**src/rtl/aux_rail_pkg.sv**
```systemverilog
// Shared types for the auxiliary rail controller.
package aux_rail_pkg;
    // Supply channel mode encoding.
    typedef enum logic [1:0] {
        MODE_DIRECT     = 2'b00,
        MODE_REGULATED  = 2'b01,
        MODE_AUTO_FLOAT = 2'b10,
        MODE_AUTO_GND   = 2'b11
    } sup_mode_e;
endpackage

```
**src/rtl/aux_sup_chan.sv**
```systemverilog
// One auxiliary supply channel: picks direct, regulated or off, with one dead
// cycle between the two paths, and a grounded off-state in mode 11.
// Assumes the system flags are synchronous to clk.
module aux_sup_chan
    import aux_rail_pkg::*;
(
    input  logic       clk,
    input  logic       rst_n,
    input  logic       batt_ok,
    input  logic       over_max,
    input  logic       hrv_low,
    input  logic [1:0] mode,
    input  logic       en,
    input  logic       hl_dis,
    output logic       direct_q,
    output logic       regl_q,
    output logic       tie_q
);
    sup_mode_e m;
    logic      on;
    logic      want_regl;
    logic      want_direct;

    // Decode the requested path for this cycle.
    always_comb begin
        m           = sup_mode_e'(mode);
        on          = en && batt_ok && !(hl_dis && hrv_low);
        want_regl   = on && ((m == MODE_REGULATED) || (mode[1] && over_max));
        want_direct = on && !want_regl;
    end

    // Register switches; a path closes only once the other one is open.
    always_ff @(posedge clk) begin
        if (!rst_n) begin
            direct_q <= 1'b0;
            regl_q   <= 1'b0;
            tie_q    <= 1'b0;
        end else begin
            direct_q <= want_direct && !regl_q;
            regl_q   <= want_regl && !direct_q;
            tie_q    <= !on && (m == MODE_AUTO_GND);
        end
    end

    AST_PATH_EXCL: assert property (@(posedge clk) disable iff (!rst_n)
        !(direct_q && regl_q));
    AST_BBM_TO_REG: assert property (@(posedge clk) disable iff (!rst_n)
        regl_q |-> !$past(direct_q));
    AST_BBM_TO_DIR: assert property (@(posedge clk) disable iff (!rst_n)
        direct_q |-> !$past(regl_q));
    AST_TIE_EXCL: assert property (@(posedge clk) disable iff (!rst_n)
        tie_q |-> !(direct_q || regl_q));
    AST_BATT_OFF: assert property (@(posedge clk) disable iff (!rst_n)
        !batt_ok |=> !(direct_q || regl_q));
    AST_HL_OFF: assert property (@(posedge clk) disable iff (!rst_n)
        (hl_dis && hrv_low) |=> !(direct_q || regl_q));
endmodule

```
**src/rtl/aux_gnd_chan.sv**
```systemverilog
// One ground-cut switch: closes when enabled, opens on low battery, on
// harvester-low if so configured, and above the maximum in mode 1.
// Assumes the system flags are synchronous to clk.
module aux_gnd_chan (
    input  logic clk,
    input  logic rst_n,
    input  logic batt_ok,
    input  logic over_max,
    input  logic hrv_low,
    input  logic mode,
    input  logic en,
    input  logic hl_dis,
    output logic close_q
);
    // Register the switch state from the enable and the opening conditions.
    always_ff @(posedge clk) begin
        if (!rst_n) close_q <= 1'b0;
        else        close_q <= en && batt_ok && !(hl_dis && hrv_low) && !(mode && over_max);
    end

    AST_GND_AUTO_OPEN: assert property (@(posedge clk) disable iff (!rst_n)
        (mode && over_max) |=> !close_q);
    AST_GND_HL_OPEN: assert property (@(posedge clk) disable iff (!rst_n)
        (hl_dis && hrv_low) |=> !close_q);
    AST_GND_BATT: assert property (@(posedge clk) disable iff (!rst_n)
        !batt_ok |=> !close_q);
endmodule

```
**src/rtl/aux_rail_ctrl.sv**
```systemverilog
// Top of the auxiliary rail controller: replicates the supply and ground
// channels and passes the regulator voltage selection through.
// Assumes all inputs are synchronous to clk.
module aux_rail_ctrl #(
    parameter int N_SUP  = 3,
    parameter int N_GND  = 3,
    parameter int VSEL_W = 3
) (
    input  logic                 clk,
    input  logic                 rst_n,
    input  logic                 batt_ok,
    input  logic                 over_max,
    input  logic                 hrv_low,
    input  logic [2*N_SUP-1:0]   sup_mode,
    input  logic [N_SUP-1:0]     sup_en,
    input  logic [N_SUP-1:0]     sup_hl_dis,
    input  logic [N_GND-1:0]     gnd_mode,
    input  logic [N_GND-1:0]     gnd_en,
    input  logic [N_GND-1:0]     gnd_hl_dis,
    input  logic [VSEL_W-1:0]    ldo_vsel_in,
    output logic [N_SUP-1:0]     sup_direct,
    output logic [N_SUP-1:0]     sup_reg,
    output logic [N_SUP-1:0]     sup_tie,
    output logic [N_GND-1:0]     gnd_close,
    output logic [VSEL_W-1:0]    ldo_vsel_out
);
    localparam int MODE_W = 2;

    // One controller per supply channel.
    for (genvar i = 0; i < N_SUP; i++) begin : g_sup
        aux_sup_chan u_sup (
            .clk      (clk),
            .rst_n    (rst_n),
            .batt_ok  (batt_ok),
            .over_max (over_max),
            .hrv_low  (hrv_low),
            .mode     (sup_mode[MODE_W*i +: MODE_W]),
            .en       (sup_en[i]),
            .hl_dis   (sup_hl_dis[i]),
            .direct_q (sup_direct[i]),
            .regl_q   (sup_reg[i]),
            .tie_q    (sup_tie[i])
        );
    end

    // One controller per ground-cut switch.
    for (genvar j = 0; j < N_GND; j++) begin : g_gnd
        aux_gnd_chan u_gnd (
            .clk      (clk),
            .rst_n    (rst_n),
            .batt_ok  (batt_ok),
            .over_max (over_max),
            .hrv_low  (hrv_low),
            .mode     (gnd_mode[j]),
            .en       (gnd_en[j]),
            .hl_dis   (gnd_hl_dis[j]),
            .close_q  (gnd_close[j])
        );
    end

    // Regulator level selection is not interpreted here.
    assign ldo_vsel_out = ldo_vsel_in;

    always_comb begin
        AST_VSEL_PASS: assert (ldo_vsel_out == ldo_vsel_in);
    end
endmodule

```
**config.mk**
```make
export PLATFORM = sky130hd
export DESIGN_NAME = aux_rail_ctrl
export DESIGN_NICKNAME = d
export VERILOG_FILES = /design/src/rtl/aux_rail_pkg.sv /design/src/rtl/aux_sup_chan.sv /design/src/rtl/aux_gnd_chan.sv /design/src/rtl/aux_rail_ctrl.sv
export SDC_FILE = /design/constraint.sdc
export NUM_CORES = 1
export LEC_CHECK = 0
export ABC_CLOCK_PERIOD_IN_PS = 800
export BUFFER_PORTS_ARGS = -buffer_cell sky130_fd_sc_hd__buf_2
export CAP_MARGIN = 30
export CORE_MARGIN = 2
export CORE_UTILIZATION = 37
export CTS_BUF_LIST = sky130_fd_sc_hd__clkbuf_4 sky130_fd_sc_hd__clkbuf_8
export DETAILED_ROUTE_END_ITERATION = 16
export PLACE_DENSITY = 0.8
export SETUP_SLACK_MARGIN = 0.5
export SLEW_MARGIN = 20
export SYNTH_ARGS = -nofsm -noshare
export SYNTH_HDL_FRONTEND = slang
export SYNTH_HIERARCHICAL = 1
export SYNTH_SLANG_ARGS = --single-unit
```
**constraint.sdc**
```tcl
create_clock -name clk -period 0.8 [get_ports clk]
set_clock_uncertainty 0.1 [all_clocks]
set_input_delay 0.12 -clock clk [delete_from_list [all_inputs] [get_ports clk]]
set_output_delay 0.12 -clock clk [all_outputs]
set_load 0.03 [all_outputs]
```
==> metrics.md <==
| Metric | Value |
|---|---|
| Setup Crit Path Kind | reg -> out |
| Peak supply drop | 0.001031 V |
| Element type at the critical path end | primary output |
| First-pass iteration count of the detailed router | 4 |
| Final wirelength | 1671 um |
| Number of synthesized register bits | 12 |
| Via count | 535 |
| Clock sink count | 12 |
| First-pass GRT wire length | 2497 um |
| NumNets Final | 121 |
| Cells after Synth | 42 |
| Power Total | 1305 uW |
| Crit-path max cell delay | 0.35 ns |
| Post-Syn Area | 488.0 sq um |
| Core ar. | 1269 sq um |
| DRC Markers | 0 |
| Leak Pwr | 0.0004576 uW |
| Clock period minus worst slack | 0.9738 ns |
| Max Slew Vio Count | 0 |
| Pint | 953.3 uW |
| Distinct cells, synth | 10 |
| Root Buffer | clkbuf_4 |
| Hold Worst Slack | -0.07679 ns |
| Dominant cell type by area after synthesis | dfxtp_1 |
| Hpwl dp | 977.6 um |
| Cell family with most CP delay | flip-flops |
| P per Cell Area | 1261 nW/um^2 |
| Comb pwr share | 0.255 |
| Starting Density | 0.3846 |
| Slew headroom | 0.8393 |
| Boundary pin count | 44 |
| Run status | finished, violations left |
| Critical Path RT | 0.58 ns |
| Clk Latency, worst-skew pair | 0.27 ns |
| Cell Rows | 13 |
| Placed Area | 774.5 sq um |
| Setup TNS | -1.978 ns |
| CP Launch Type | register |
| Drt via density | 5.047 |
| Synthesized net count | 71 |
| Design area | 1035 sq um |
| Critical R2R Launch | g_sup[1].u_sup/regl_q$_SDFF_PN0_ |
| Reg clk slew, reported paths | 0.07 ns |
| Gr usage total | 0.2457 |
| Critical Path AT | 0.75 ns |
| Diodes inserted | 0 |
| Clock power share | 0.285 |
| YS warnings | 6 |
| Largest cells by area after synthesis | dfxtp_1, a221oi_2, nand4_2 |
| Slowest library cell on the worst path | dfxtp_4 |
| Worst-margin pin slew | 0.2343 ns |
| RSZ-0062 raised after global routing | yes |
| H-tree lvl count | 1 |
| Syn-to-layout area delta | 112.1% |
| Setup ws final | -0.1738 ns |
| Worst Hold Class | in -> reg |
| FF-to-FF End | g_sup[1].u_sup/direct_q$_SDFF_PN0_ |
| Crit path max fanout | 2 |
| Sw frac | 0.2695 |
| Largest net degree at the start of global routing | 10 |
| Final hold violations | 6 |
| Initial antenna violation count | 0 |
| Sequential area share after synthesis | 0.4923 |
| Vias in the first global route | 533 |
| Die width | 40.32 um |
| Die Footprint | 1625 sq um |
| Worst-path cell chain | buf_6 |
| Number of port buffers | 37 |
| Total net switching power | 351.8 uW |
| Synth top area share | 0.4923 |
| Failing checks | hold timing, setup timing |
| Final setup vio count | 12 |
| Chip height | 40.32 um |
| Cell depth of the worst setup path | 1 |
| Hold depth | 2 |
| Num CTS Buffers | 3 |
| TritonCTS clock tree | done |
| 1st-iter DRT viols | 3 |
| Worst R2R Setup Slack | 0.01 ns |
| HP Start | gnd_hl_dis[1] |
| Reg power frac | 0.460 |
| Synth Area per Inst | 11.62 sq um |
| Post-route ant nets | 0 |
| Fmax | 1.027 GHz |
| Final core utilization | 0.8156 |
| Period utilisation layout | 1.217 |
| Reg2Reg Depth | 2 |
| Total grt overflow | 0 |
| Buffer and inverter count on the worst path | 1 |
| Longest Clk Path Bufs | 2 |
| Routability cong. | 0.6462 |
| WL/cell | 15.76 um |
| Layout cell share with drive strength beyond 1 | 0.9011 |
| Max Cap Viol | 0 |
| Min-Delay Endpoint | g_gnd[1].u_gnd/close_q$_SDFF_PN0_ |
## registers in the layout, summed over array words and instances (netlist names)
register / cells
g_sup.u_sup/regl_q: 3
g_gnd.u_gnd/close_q: 3
g_sup.u_sup/tie_q: 3
g_sup.u_sup/direct_q: 3
## per-stage QoR
stage               instances  hold slack (ns)  worst slack [ns]
global route              106         -0.08905           -0.2033
floorplan                  42          0.09546            0.1181
detailed placement         96           0.1402          -0.07691
CTS                       104         -0.09149           -0.1827
finish                    106         -0.07679           -0.1738
global placement           96           0.1402          -0.04523
## logic make-up after synthesis
logic type      Yosys count  share of synthesized area
buf+inv                   3                    0.04615
mux                       3                    0.06154
compound gates            6                     0.1308
simple gates             18                     0.2692
flops                    12                     0.4923
## power by group through the flow
stage	Sequential, uW	Combinational (uW)	Clock, uW
floorplan	648	90.7	0
global placement	609	230	0
detailed placement	610	233	0
CTS	600	316	387
global route	602	355	422
finish	600	333	372
## metal layers
layer | share of wire | global-route usage | vias to the layer above
met3 | 0.069 | 0.05556 | 2
met1 | 0.37 | 0.2575 | 250
li1 | - | - | 257
met5 | 0 | 0 | -
met4 | 0.0084 | 0.05000 | 0
met2 | 0.55 | 0.4879 | 26
## Yosys cell counts
| cell type | number |
|---|---|
| a221oi_2 | 3 |
| a31oi_1 | 3 |
| buf_4 | 3 |
| dfxtp_1 | 12 |
| mux2i_1 | 3 |
| nand2_1 | 3 |
| nand3_1 | 6 |
| nand4_2 | 3 |
| nor3_1 | 3 |
| nor3b_2 | 3 |
## area by class of cell
cell class,count,area [sq um]
Clock buffer,3,22.52
Clock inverter,1,3.754
Fill cell,82,234.0
Multi-Input combinational cell,27,267.8
Sequential cell,12,285.3
Tap cell,15,18.77
Timing Repair Buffer,48,436.7
## how the worst max path moves through the flow
stage,start,endpoint,slack (ns)
detailed placement,rst_n,g_sup[2].u_sup/regl_q$_SDFF_PN0_,-0.08
floorplan,g_sup[0].u_sup/direct_q$_SDFF_PN0_,g_sup[0].u_sup/regl_q$_SDFF_PN0_,0.12
CTS,g_sup[2].u_sup/regl_q$_SDFF_PN0_,sup_reg[2],-0.18
finish,g_sup[2].u_sup/regl_q$_SDFF_PN0_,sup_reg[2],-0.17
global placement,rst_n,g_sup[1].u_sup/regl_q$_SDFF_PN0_,-0.05
global route,g_sup[2].u_sup/regl_q$_SDFF_PN0_,sup_reg[2],-0.20
## placed cells by master, fill, tap and decap left out, drive strengths merged
| cell | Yosys | routed |
|---|---|---|
| a221oi | 3 | 3 |
| a31oi | 3 | 3 |
| buf | 3 | 48 |
| clkbuf | 0 | 3 |
| clkinv | 0 | 1 |
| dfxtp | 12 | 12 |
| mux2i | 3 | 3 |
| nand2 | 3 | 3 |
| nand3 | 6 | 6 |
| nand4 | 3 | 3 |
| nor3 | 3 | 3 |
| nor3b | 3 | 3 |
## timing repair
item | CTS | global route
endpoints found under the setup margin | 27 | 27
cloned | 1 | 0
pin swaps | 5 | 4
hold endpoints to repair | 6 | 6
gates resized for setup | 44 | 4
setup buffers | 3 | 2
No activity file was read; power rests on OpenSTA's default activity.
